File: src/rtl/pdrv_pkg.sv
package pdrv_pkg;
  typedef enum logic {
    ROUTE_STATE = 1'b0,
    ROUTE_LEVEL = 1'b1
  } route_e;
endpackage

File: src/rtl/pdrv_decode.sv
module pdrv_decode #(
  parameter int N_PIX = 6,
  parameter int IDX_W = 3
) (
  input  logic [IDX_W-1:0] sel_i,
  input  logic             wr_i,
  output logic [N_PIX-1:0] wr_en_o
);
  for (genvar g = 0; g < N_PIX; g++) begin : g_dec
    assign wr_en_o[g] = wr_i && (sel_i == IDX_W'(g));
  end
endmodule

File: src/rtl/pdrv_cell.sv
module pdrv_cell
  import pdrv_pkg::*;
#(
  parameter int CODE_W = 5
) (
  input  logic              clk_i,
  input  logic              rst_ni,
  input  logic              wr_en_i,
  input  route_e            route_i,
  input  logic              rolling_i,
  input  logic              swap_i,
  input  logic [CODE_W-1:0] data_i,
  input  logic              pulse_i,
  output logic              on_o,
  output logic [CODE_W-1:0] level_o,
  output logic              burst_o
);
  logic [1:0]        cell_q;
  logic              shown_q;
  logic [CODE_W-1:0] code_q;
  logic              tgt;

  // rolling or same-cycle swap: write the currently shown cell
  assign tgt = (rolling_i || swap_i) ? shown_q : ~shown_q;

  always_ff @(posedge clk_i or negedge rst_ni) begin
    if (!rst_ni) begin
      cell_q  <= '0;
      shown_q <= 1'b0;
      code_q  <= '0;
    end else begin
      if (wr_en_i && route_i == ROUTE_LEVEL) code_q <= data_i;
      if (wr_en_i && route_i == ROUTE_STATE) cell_q[tgt] <= data_i[0];
      if (swap_i && !rolling_i) shown_q <= ~shown_q;
    end
  end

  assign on_o    = cell_q[shown_q];
  assign level_o = on_o ? code_q : '0;
  assign burst_o = pulse_i & on_o;
endmodule

File: src/rtl/pixel_drive_array.sv
module pixel_drive_array
  import pdrv_pkg::*;
#(
  parameter int N_PIX  = 6,
  parameter int CODE_W = 5,
  parameter int IDX_W  = (N_PIX > 1) ? $clog2(N_PIX) : 1
) (
  input  logic                     clk_i,
  input  logic                     rst_ni,
  input  logic [IDX_W-1:0]         sel_i,
  input  logic [CODE_W-1:0]        data_i,
  input  logic                     route_i,
  input  logic                     wr_i,
  input  logic                     rolling_i,
  input  logic                     swap_i,
  input  logic                     pulse_i,
  output logic [N_PIX-1:0]         on_o,
  output logic [N_PIX*CODE_W-1:0]  level_o,
  output logic [N_PIX-1:0]         burst_o
);
  logic [N_PIX-1:0] wr_en;
  route_e           route;

  assign route = route_e'(route_i);

  pdrv_decode #(.N_PIX(N_PIX), .IDX_W(IDX_W)) i_dec (
    .sel_i   (sel_i),
    .wr_i    (wr_i),
    .wr_en_o (wr_en)
  );

  for (genvar g = 0; g < N_PIX; g++) begin : g_pix
    pdrv_cell #(.CODE_W(CODE_W)) i_cell (
      .clk_i     (clk_i),
      .rst_ni    (rst_ni),
      .wr_en_i   (wr_en[g]),
      .route_i   (route),
      .rolling_i (rolling_i),
      .swap_i    (swap_i),
      .data_i    (data_i),
      .pulse_i   (pulse_i),
      .on_o      (on_o[g]),
      .level_o   (level_o[g*CODE_W +: CODE_W]),
      .burst_o   (burst_o[g])
    );
  end
endmodule

File: config.mk
export PLATFORM = sky130hd
export DESIGN_NAME = pixel_drive_array
export DESIGN_NICKNAME = d
export VERILOG_FILES = /design/src/rtl/pdrv_pkg.sv /design/src/rtl/pdrv_decode.sv /design/src/rtl/pdrv_cell.sv /design/src/rtl/pixel_drive_array.sv
export SDC_FILE = /design/constraint.sdc
export NUM_CORES = 1
export LEC_CHECK = 0
export ABC_CLOCK_PERIOD_IN_PS = 1850
export BUFFER_PORTS_ARGS = -buffer_cell sky130_fd_sc_hd__buf_2
export CORE_ASPECT_RATIO = 1.1
export CORE_UTILIZATION = 53
export CTS_CLUSTER_SIZE = 20
export DETAILED_ROUTE_END_ITERATION = 6
export PLACE_DENSITY_LB_ADDON = 0.25
export SLEW_MARGIN = 20
export SYNTH_ARGS = -nofsm -noshare
export SYNTH_HDL_FRONTEND = slang
export SYNTH_HIERARCHICAL = 1
export SYNTH_SLANG_ARGS = --single-unit
File: constraint.sdc
create_clock -name clk_i -period 1.85 [get_ports clk_i]
set_clock_uncertainty 0.05 [all_clocks]
set_input_delay 0.37 -clock clk_i [delete_from_list [all_inputs] [get_ports clk_i]]
set_output_delay 0.37 -clock clk_i [all_outputs]
set_load 0.1 [all_outputs]
==> results.tsv, run 1 <==
metric	value	unit
dominant cells by area after synthesis	dfrtp_1, mux2_2, nor2b_1	
Synth Area in XOR/XNOR	2.19	%
DR WL/cell	19.9	um
Seq cells post-synth	48	
Area growth, synth to finish	60.6	%
Post-Syn Area per Cell	12.5	sq um
setup_tns	-0.127	ns
root cell of the clock tree	clkbuf_8	
most frequent cells in the layout	dfrtp_1, buf_12, mux2_2, nor2b_4, nor2b_2	
max incr delay on CP	0.44	ns
synthesized cell area	2400	sq um
CTS tree	done	
DRT antenna net count	0	
Yosys top cell area share	50.0	%
Die Y	72.6	um
Crit Path Class	reg -> out	
CP Capture Type	output port	
DRC	0	
via density per instance	5.55	
combined area of the multi-input logic cells	1400	sq um
vias in the first global route	1825	
Core ar.	4320	sq um
asr flop ratio synth	100	%
clk buf depth	2	
unrepaired setup endpoints after global routing	yes	
required time worst endpoint	1.43	ns
most used flip-flop cell after synthesis	dfrtp_1	
failing checks	setup timing	
Rows	25	
critical-path cell list	mux2i_4 -> buf_8 -> nor2b_4 -> buf_12	
Worst-Margin Slew	0.459	ns
worst setup margin	-0.0317	ns
H-tree Lvls	2	
Die ar.	4810	sq um
clk sinks	48	
CP delay by family, top	flip-flops	
fmax	531	MHz
startpoint types	register	
GRT overflow	0	
Mapped Nets	207	
Hold Path Class	in -> reg	
Worst-Skew Late Latency	0.30	ns
GRT Total Usage	28.8	%
worst r2r path cells	5	
worst-path fanout max	6	
Final nets	287	
cell area after layout	3860	sq um
Slew headroom	69.4	%
Levels on crit path	4	
status	finished with violations	
Slew Limit Fails	0	
Synth area leader	dfrtp_1	
Initial Utilization	55.7	%
Final Hold Viols	0	
min Tclk post-route	1.88	ns
Clk pin slew, worst setup/hold paths	0.09	ns
slowest CP cell	dfrtp_2	
Routability Congestion	0.711	
ant diodes	0	
global-route wire length before repair	9.78	mm
via count	1816	
fillers	183	
Compound-Gate Fraction of Synth Area	3.44	%
final setup violation count	7	
largest net degree at the start of global routing	22	
antenna violations before repair	0	
Yosys Warn Count	6	
sequential cell area fraction in the yosys report	50.0	%
max cap viols	0	
Syn Inst Count	192	
# IOs	57	
post-synthesis mux area share	22.2	%
placed cell area	3570	sq um
Cell variety after synth	16	
post-DP HPWL	4.19	mm
TritonCTS Buffers	5	
WL final	6.51	mm
Post-synth EDFFs	0	
commonest non-fill, non-tap cell in the layout	dfrtp_1	
register area	1200	sq um
Worst EP arrival	1.46	ns
largest family of logic cells by synthesized area	multiplexers	
Synth Area in Adders	0	%
DR iter-0 viols	103	
CP Buf/Inv Count	2	
PortBufs	56	
First-pass DRT Iterations	4	
layout cell share with drive strength beyond 1	65.2	%
hold slack	0.358	ns
hold path depth	2	
final worst-path cycle share	102	%
Die X	66.2	um
Post-Synth Simple-Gate Area	21.3	%
-- layout make-up --
cell class	count	area share, %
well taps	54	1.75
repair buffers	73	27.3
clock inverters	2	0.259
flip-flops and latches	48	31.2
clock buffers	6	2.14
inverters	6	1.17
multi-input cells	138	36.2
-- layer usage --
| layer | vias up | GRT usage (%) | part of all wire, % |
|---|---|---|---|
| met2 | 65 | 50.3 | 53 |
| met4 | 0 | 9.93 | 2.8 |
| li1 | 819 | - | - |
| met5 | - | 0 | 0 |
| met1 | 916 | 35.9 | 41 |
| met3 | 16 | 4.84 | 4.1 |
-- repair_timing --
action	CTS	global route
buffers inserted	6	2
endpoints found under the setup margin	42	36
hold endpoints to repair	19	0
resized for setup	19	10
hold buffers	1	0
cloned	0	0
-- flip-flops by register name (all words and copies together) (netlist names) --
register,count
g_pix.i_cell/cell_q,12
g_pix.i_cell/shown_q,6
g_pix.i_cell/code_q,30
-- synthesized netlist by cell type, types with 6 or more instances --
cell type,instances
or3_4,6
mux2_2,30
nor2b_1,36
nand2b_1,12
dfrtp_1,48
xnor2_1,6
inv_1,6
mux2i_1,6
mux2_1,12
o21ai_0,6
nand3b_1,6
a21oi_2,6
nand2_1,6
-- stage by stage --
| stage | instances | worst slack (ns) | util, % |
|---|---|---|---|
| after detailed placement | 310 | 0.183 | 82.7 |
| after CTS | 325 | -0.0317 | 88.0 |
| final | 327 | -0.0317 | 89.4 |
| after global routing | 327 | -0.0688 | 89.4 |
| after floorplan | 192 | -0.0793 | - |
| after global placement | 310 | 0.232 | 82.7 |
-- path summary, 6_finish.rpt --
kind	endpoint	start	slack [ns]
worst min-delay path	g_pix[1].i_cell/code_q[3]$_DFFE_PN0P_	data_i[3]	0.36
min in group asynchronous	g_pix[2].i_cell/code_q[3]$_DFFE_PN0P_	rst_ni	0.49
worst max-delay path	level_o[1]	g_pix[0].i_cell/shown_q$_DFFE_PN0P_	-0.03
max in group asynchronous	g_pix[5].i_cell/code_q[2]$_DFFE_PN0P_	rst_ni	0.65
worst min register to register	g_pix[1].i_cell/code_q[4]$_DFFE_PN0P_	g_pix[1].i_cell/code_q[4]$_DFFE_PN0P_	0.46
worst max register to register	g_pix[2].i_cell/cell_q[0]$_DFFE_PN0P_	g_pix[2].i_cell/shown_q$_DFFE_PN0P_	0.11
-- cell families (layout without fill, tap and decap cells) --
| kind of cell | Yosys count | after routing |
|---|---|---|
| flops | 48 | 48 |
| simple gates | 72 | 72 |
| xor+xnor | 6 | 6 |
| compound gates | 12 | 12 |
| mux | 48 | 48 |
| buf+inv | 6 | 87 |
Power of run 1 is not shown: default switching activity piles up to over one toggle a cycle in this logic, so the estimate is an artifact.
==> run 2, diff against run 1 <==
Settings changed: ABC_CLOCK_PERIOD_IN_PS 1850 to 2310, CORE_ASPECT_RATIO 1.1 to 0.7, CORE_UTILIZATION 53 to 57.
Clock period 1.85 ns to 2.31 ns, I/O delays scaled along.
==> run 2 against run 1 <==
Compared with the run above:
- the run now ends clean
- global-route usage down 5.8 points
- via count fell by 9.7%
- final cell count down 4.9%
- flip-flop and latch count stayed put
- non-clock buffer count down 14
- utilization shrank 17 points
- register-to-register slack better by 0.69 ns
- wire length decreased by 29%
==> results.tsv, run 2 (synthesis gave the netlist of run 1 again) <==
metric	value	unit	change
clk buf depth	2		unchanged
fmax	466	MHz	
via density per instance	5.27		was 5.55
Slew headroom	64.2	%	was 69.4%
Largest register FFs	30		unchanged
clk sinks	48		unchanged
Worst EP arrival	1.64	ns	was 1.46 ns
Worst-Skew Late Latency	0.29	ns	was 0.30 ns
CP Capture Type	output port		unchanged
worst-path fanout max	6		unchanged
ant diodes	0		unchanged
GRT overflow	0		unchanged
WL final	4.61	mm	was 6.51 mm
required time worst endpoint	1.80	ns	was 1.43 ns
# hold bufs at CTS	0		was 1
antenna violations before repair	0		unchanged
layout cell share with drive strength beyond 1	44.8	%	was 65.2%
PostCTS Resize Cnt	0		was 19
min Tclk post-route	2.15	ns	
root cell of the clock tree	clkbuf_8		unchanged
DRC	0		unchanged
Post-CTS Setup Bufs	0		was 6
final setup violation count	0		was 7
Rows	19		was 25
Initial Utilization	60.5	%	was 55.7%
Routability Congestion	0.746		was 0.711
Die X	79.6	um	was 66.2 um
most frequent cells in the layout	buf_2, dfrtp_1, nor2b_1, mux2_2		was dfrtp_1, buf_12, mux2_2, nor2b_4, nor2b_2
DR WL/cell	14.8	um	was 19.9 um
via count	1640		was 1816
PortBufs	56		unchanged
Hold Path Class	in -> async		was in -> reg
max cap viols	0		unchanged
startpoint types	register		unchanged
Clk pin slew, worst setup/hold paths	0.09	ns	about the same
CP delay by family, top	buffers and inverters		was flip-flops
critical-path cell list	mux2i_1 -> buf_4 -> nor2b_1 -> buf_2		was mux2i_4 -> buf_8 -> nor2b_4 -> buf_12
setup_tns	0	ns	was -0.127 ns
vias in the first global route	1547		was 1825
commonest non-fill, non-tap cell in the layout	buf_2		was dfrtp_1
unrepaired setup endpoints after global routing	no		was yes
Biggest register	g_pix.i_cell/code_q		unchanged
Die Y	56.3	um	was 72.6 um
CTS tree	done		unchanged
# IOs	57		unchanged
First-pass DRT Iterations	4		unchanged
Finished Core Util	72.6	%	was 89.4%
global-route wire length before repair	7.61	mm	was 9.78 mm
TritonCTS Buffers	5		unchanged
Area growth, synth to finish	20.1	%	was 60.6%
final worst-path cycle share	93.0	%	
Core ar.	3970	sq um	was 4320 sq um
post-DP HPWL	3.39	mm	was 4.19 mm
Slew Limit Fails	0		unchanged
Largest regs	g_pix.i_cell/code_q: 30 flops, g_pix.i_cell/cell_q: 12 flops, g_pix.i_cell/shown_q: 6 flops		unchanged
DR iter-0 viols	123		was 103
Final nets	273		was 287
GRT Total Usage	23.0	%	was 28.8%
Worst-Margin Slew	0.523	ns	was 0.459 ns
H-tree Lvls	2		unchanged
status	finished, final reports clean		was finished with violations
max incr delay on CP	0.44	ns	about the same
CP Buf/Inv Count	2		unchanged
largest net degree at the start of global routing	28		was 22
slowest CP cell	dfrtp_1		was dfrtp_2
Crit Path Class	reg -> out		unchanged
Final Hold Viols	0		unchanged
DRT antenna net count	0		unchanged
Die ar.	4480	sq um	was 4810 sq um
[run 2: routing by layer]
| metal | vias to the layer above | wire length (um) | global-route usage (%) |
|---|---|---|---|
| li1 | 797 | - | - |
| met1 | 808 | 2310 | 33.4 |
| met2 | 30 | 2120 | 35.4 |
| met3 | 5 | 139 | 4.88 |
| met4 | 0 | 38 | 5.45 |
| met5 | - | 0 | 0 |
[run 2: path summary, 6_finish.rpt]
check,cells past startpoint,startpoint,slack [ns],endpoint
setup reg to reg,3,g_pix[3].i_cell/shown_q$_DFFE_PN0P_,0.80,g_pix[3].i_cell/cell_q[1]$_DFFE_PN0P_
hold reg to reg,1,g_pix[5].i_cell/cell_q[1]$_DFFE_PN0P_,0.45,g_pix[5].i_cell/cell_q[1]$_DFFE_PN0P_
min in group clk_i,2,data_i[4],0.44,g_pix[2].i_cell/code_q[4]$_DFFE_PN0P_
setup / recovery,4,g_pix[1].i_cell/shown_q$_DFFE_PN0P_,0.16,level_o[5]
hold / removal,1,rst_ni,0.08,g_pix[3].i_cell/code_q[3]$_DFFE_PN0P_
max in group asynchronous,2,rst_ni,1.60,g_pix[0].i_cell/cell_q[1]$_DFFE_PN0P_
[run 2: layout make-up]
cell class / count / area [sq um]
Sequential cell: 48 / 1200
Timing Repair Buffer: 59 / 315
Clock buffer: 7 / 86.3
Clock inverter: 1 / 7.51
Tap cell: 52 / 65.1
Fill cell: 281 / 1090
Inverter: 6 / 22.5
Multi-Input combinational cell: 138 / 1190
[run 2: per-stage QoR]
stage / instances / area, sq um / hold WS (ns) / setup slack, ns
2_1_floorplan: 192 / 2400 / 0.116 / -0.175
3_3_place_gp: 303 / 2780 / 0.413 / 0.429
3_5_place_dp: 303 / 2780 / 0.410 / 0.361
4_1_cts: 311 / 2880 / 0.0877 / 0.0256
5_1_grt: 311 / 2880 / 0.103 / 0.00700
6_report: 311 / 2880 / 0.0845 / 0.163
Power of run 2 is left out for the same reason.
==> run 3, diff against run 2 <==
Settings changed: CORE_MARGIN set to 3.
==> run 3 against run 2 <==
Compared with the run above:
- via count increased by 0.55%
- sequential share of layout area decreased by 0.072 points
- wire length rose by 2.0%
- cell area is 0.17% higher
==> results.tsv, run 3 (synthesis gave the netlist of run 1 again) <==
metric	value	unit	change
# hold bufs at CTS	0		unchanged
grt met3 use	4.41	%	was 4.88%
root cell of the clock tree	clkbuf_8		unchanged
Most Crowded Layer GR	met2		unchanged
PortBufs	56		unchanged
clk sinks	48		unchanged
DRT antenna net count	0		unchanged
CP delay by family, top	multiplexers		was buffers and inverters
most frequent cells in the layout	buf_2, dfrtp_1, nor2b_1, mux2_2		unchanged
CP Buf/Inv Count	1		was 2
Worst EP arrival	1.63	ns	was 1.64 ns
largest net degree at the start of global routing	26		was 28
DR WL/cell	15.1	um	was 14.8 um
critical-path cell list	mux2i_1 -> nor2b_1 -> buf_2		was mux2i_1 -> buf_4 -> nor2b_1 -> buf_2
grt met1 use	29.0	%	was 33.4%
Slew headroom	62.4	%	was 64.2%
DR iter-0 viols	77		was 123
worst-path fanout max	7		was 6
Area growth, synth to finish	20.3	%	was 20.1%
Die Y	60.3	um	was 56.3 um
placed cell area	2790	sq um	was 2780 sq um
Routability Congestion	0.730		was 0.746
post-DP HPWL	3.46	mm	was 3.39 mm
startpoint types	register		unchanged
final setup violation count	0		unchanged
WL final	4.70	mm	was 4.61 mm
H-tree Lvls	2		unchanged
Largest register FFs	30		unchanged
via count	1649		was 1640
required time worst endpoint	1.80	ns	about the same
unrepaired setup endpoints after global routing	no		unchanged
Crit Path Class	reg -> out		unchanged
First-pass DRT Iterations	4		unchanged
max cap viols	0		unchanged
CP Capture Type	output port		unchanged
global-route wire length before repair	7.97	mm	was 7.61 mm
final worst-path cycle share	92.6	%	was 93.0%
Worst-Margin Slew	0.564	ns	was 0.523 ns
Final nets	275		was 273
Largest regs	g_pix.i_cell/code_q: 30 flops, g_pix.i_cell/cell_q: 12 flops, g_pix.i_cell/shown_q: 6 flops		unchanged
fillers	294		was 281
status	finished, final reports clean		unchanged
DRC	0		unchanged
GRT overflow	0		unchanged
Initial Utilization	60.2	%	was 60.5%
slowest CP cell	mux2i_1		was dfrtp_1
Core ar.	3990	sq um	was 3970 sq um
fmax	467	MHz	was 466 MHz
via density per instance	5.29		was 5.27
layout cell share with drive strength beyond 1	45.4	%	was 44.8%
# IOs	57		unchanged
Rows	19		unchanged
worst r2r path cells	3		unchanged
ant diodes	0		unchanged
GRT Total Usage	20.4	%	was 23.0%
min Tclk post-route	2.14	ns	was 2.15 ns
antenna violations before repair	0		unchanged
Slew Limit Fails	0		unchanged
Worst-Skew Late Latency	0.30	ns	was 0.29 ns
Clk pin slew, worst setup/hold paths	0.08	ns	was 0.09 ns
DP Worst Slack	0.407	ns	was 0.361 ns
met2 GRT Util	31.8	%	was 35.4%
CTS tree	done		unchanged
TritonCTS Buffers	5		unchanged
Biggest register	g_pix.i_cell/code_q		unchanged
Die X	83.6	um	was 79.6 um
clk buf depth	2		unchanged
Hold Path Class	in -> async		unchanged
Final Hold Viols	0		unchanged
worst setup margin	0.170	ns	was 0.163 ns
vias in the first global route	1591		was 1547
commonest non-fill, non-tap cell in the layout	buf_2		unchanged
max incr delay on CP	0.48	ns	was 0.44 ns
cell area after layout	2890	sq um	was 2880 sq um
Levels on crit path	3		was 4
Die ar.	5040	sq um	was 4480 sq um
## run 3: cell types whose count changed in the layout (fill, tap and decap cells not counted), sizes merged
cell / change
buf: +2
clkinvlp: -1
## run 3: final timing paths
check,from,end,slack [ns]
min in group clk_i,data_i[4],g_pix[5].i_cell/code_q[4]$_DFFE_PN0P_,0.43
setup / recovery,g_pix[5].i_cell/shown_q$_DFFE_PN0P_,level_o[25],0.17
max in group asynchronous,rst_ni,g_pix[3].i_cell/code_q[2]$_DFFE_PN0P_,1.52
hold / removal,rst_ni,g_pix[0].i_cell/cell_q[1]$_DFFE_PN0P_,0.1
setup reg to reg,g_pix[1].i_cell/shown_q$_DFFE_PN0P_,g_pix[1].i_cell/cell_q[1]$_DFFE_PN0P_,0.79
hold reg to reg,g_pix[5].i_cell/cell_q[1]$_DFFE_PN0P_,g_pix[5].i_cell/cell_q[1]$_DFFE_PN0P_,0.44
## run 3: metal layers
layer	wire length, um	share of wire (%)
met3	194	4.1
met1	2280	49
met5	0	0
met4	61	1.3
met2	2160	46
## run 3: through the flow
step	std cells	util, %	TNS (ns)	hold WS [ns]
floorplan	192	-	-6.30	0.116
global placement	305	69.7	0	0.420
detailed placement	305	69.7	0	0.426
CTS	312	72.1	0	0.120
global route	312	72.3	0	0.123
finish	312	72.3	0	0.0976
## run 3: what timing repair did
| item | in CTS | in global routing |
|---|---|---|
| resized for setup | 0 | 2 |
| endpoints found under the setup margin | 0 | 9 |
| setup buffers | 0 | 0 |
## run 3: cell type report
type / instances / area [sq um] / area share [%]
Sequential cell: 48 / 1200 / 41.6
Clock buffer: 7 / 96.3 / 3.33
Inverter: 6 / 22.5 / 0.780
Multi-Input combinational cell: 138 / 1190 / 41.1
Tap cell: 52 / 65.1 / 2.25
Timing Repair Buffer: 61 / 318 / 11.0
Power of run 3 is left out for the same reason.
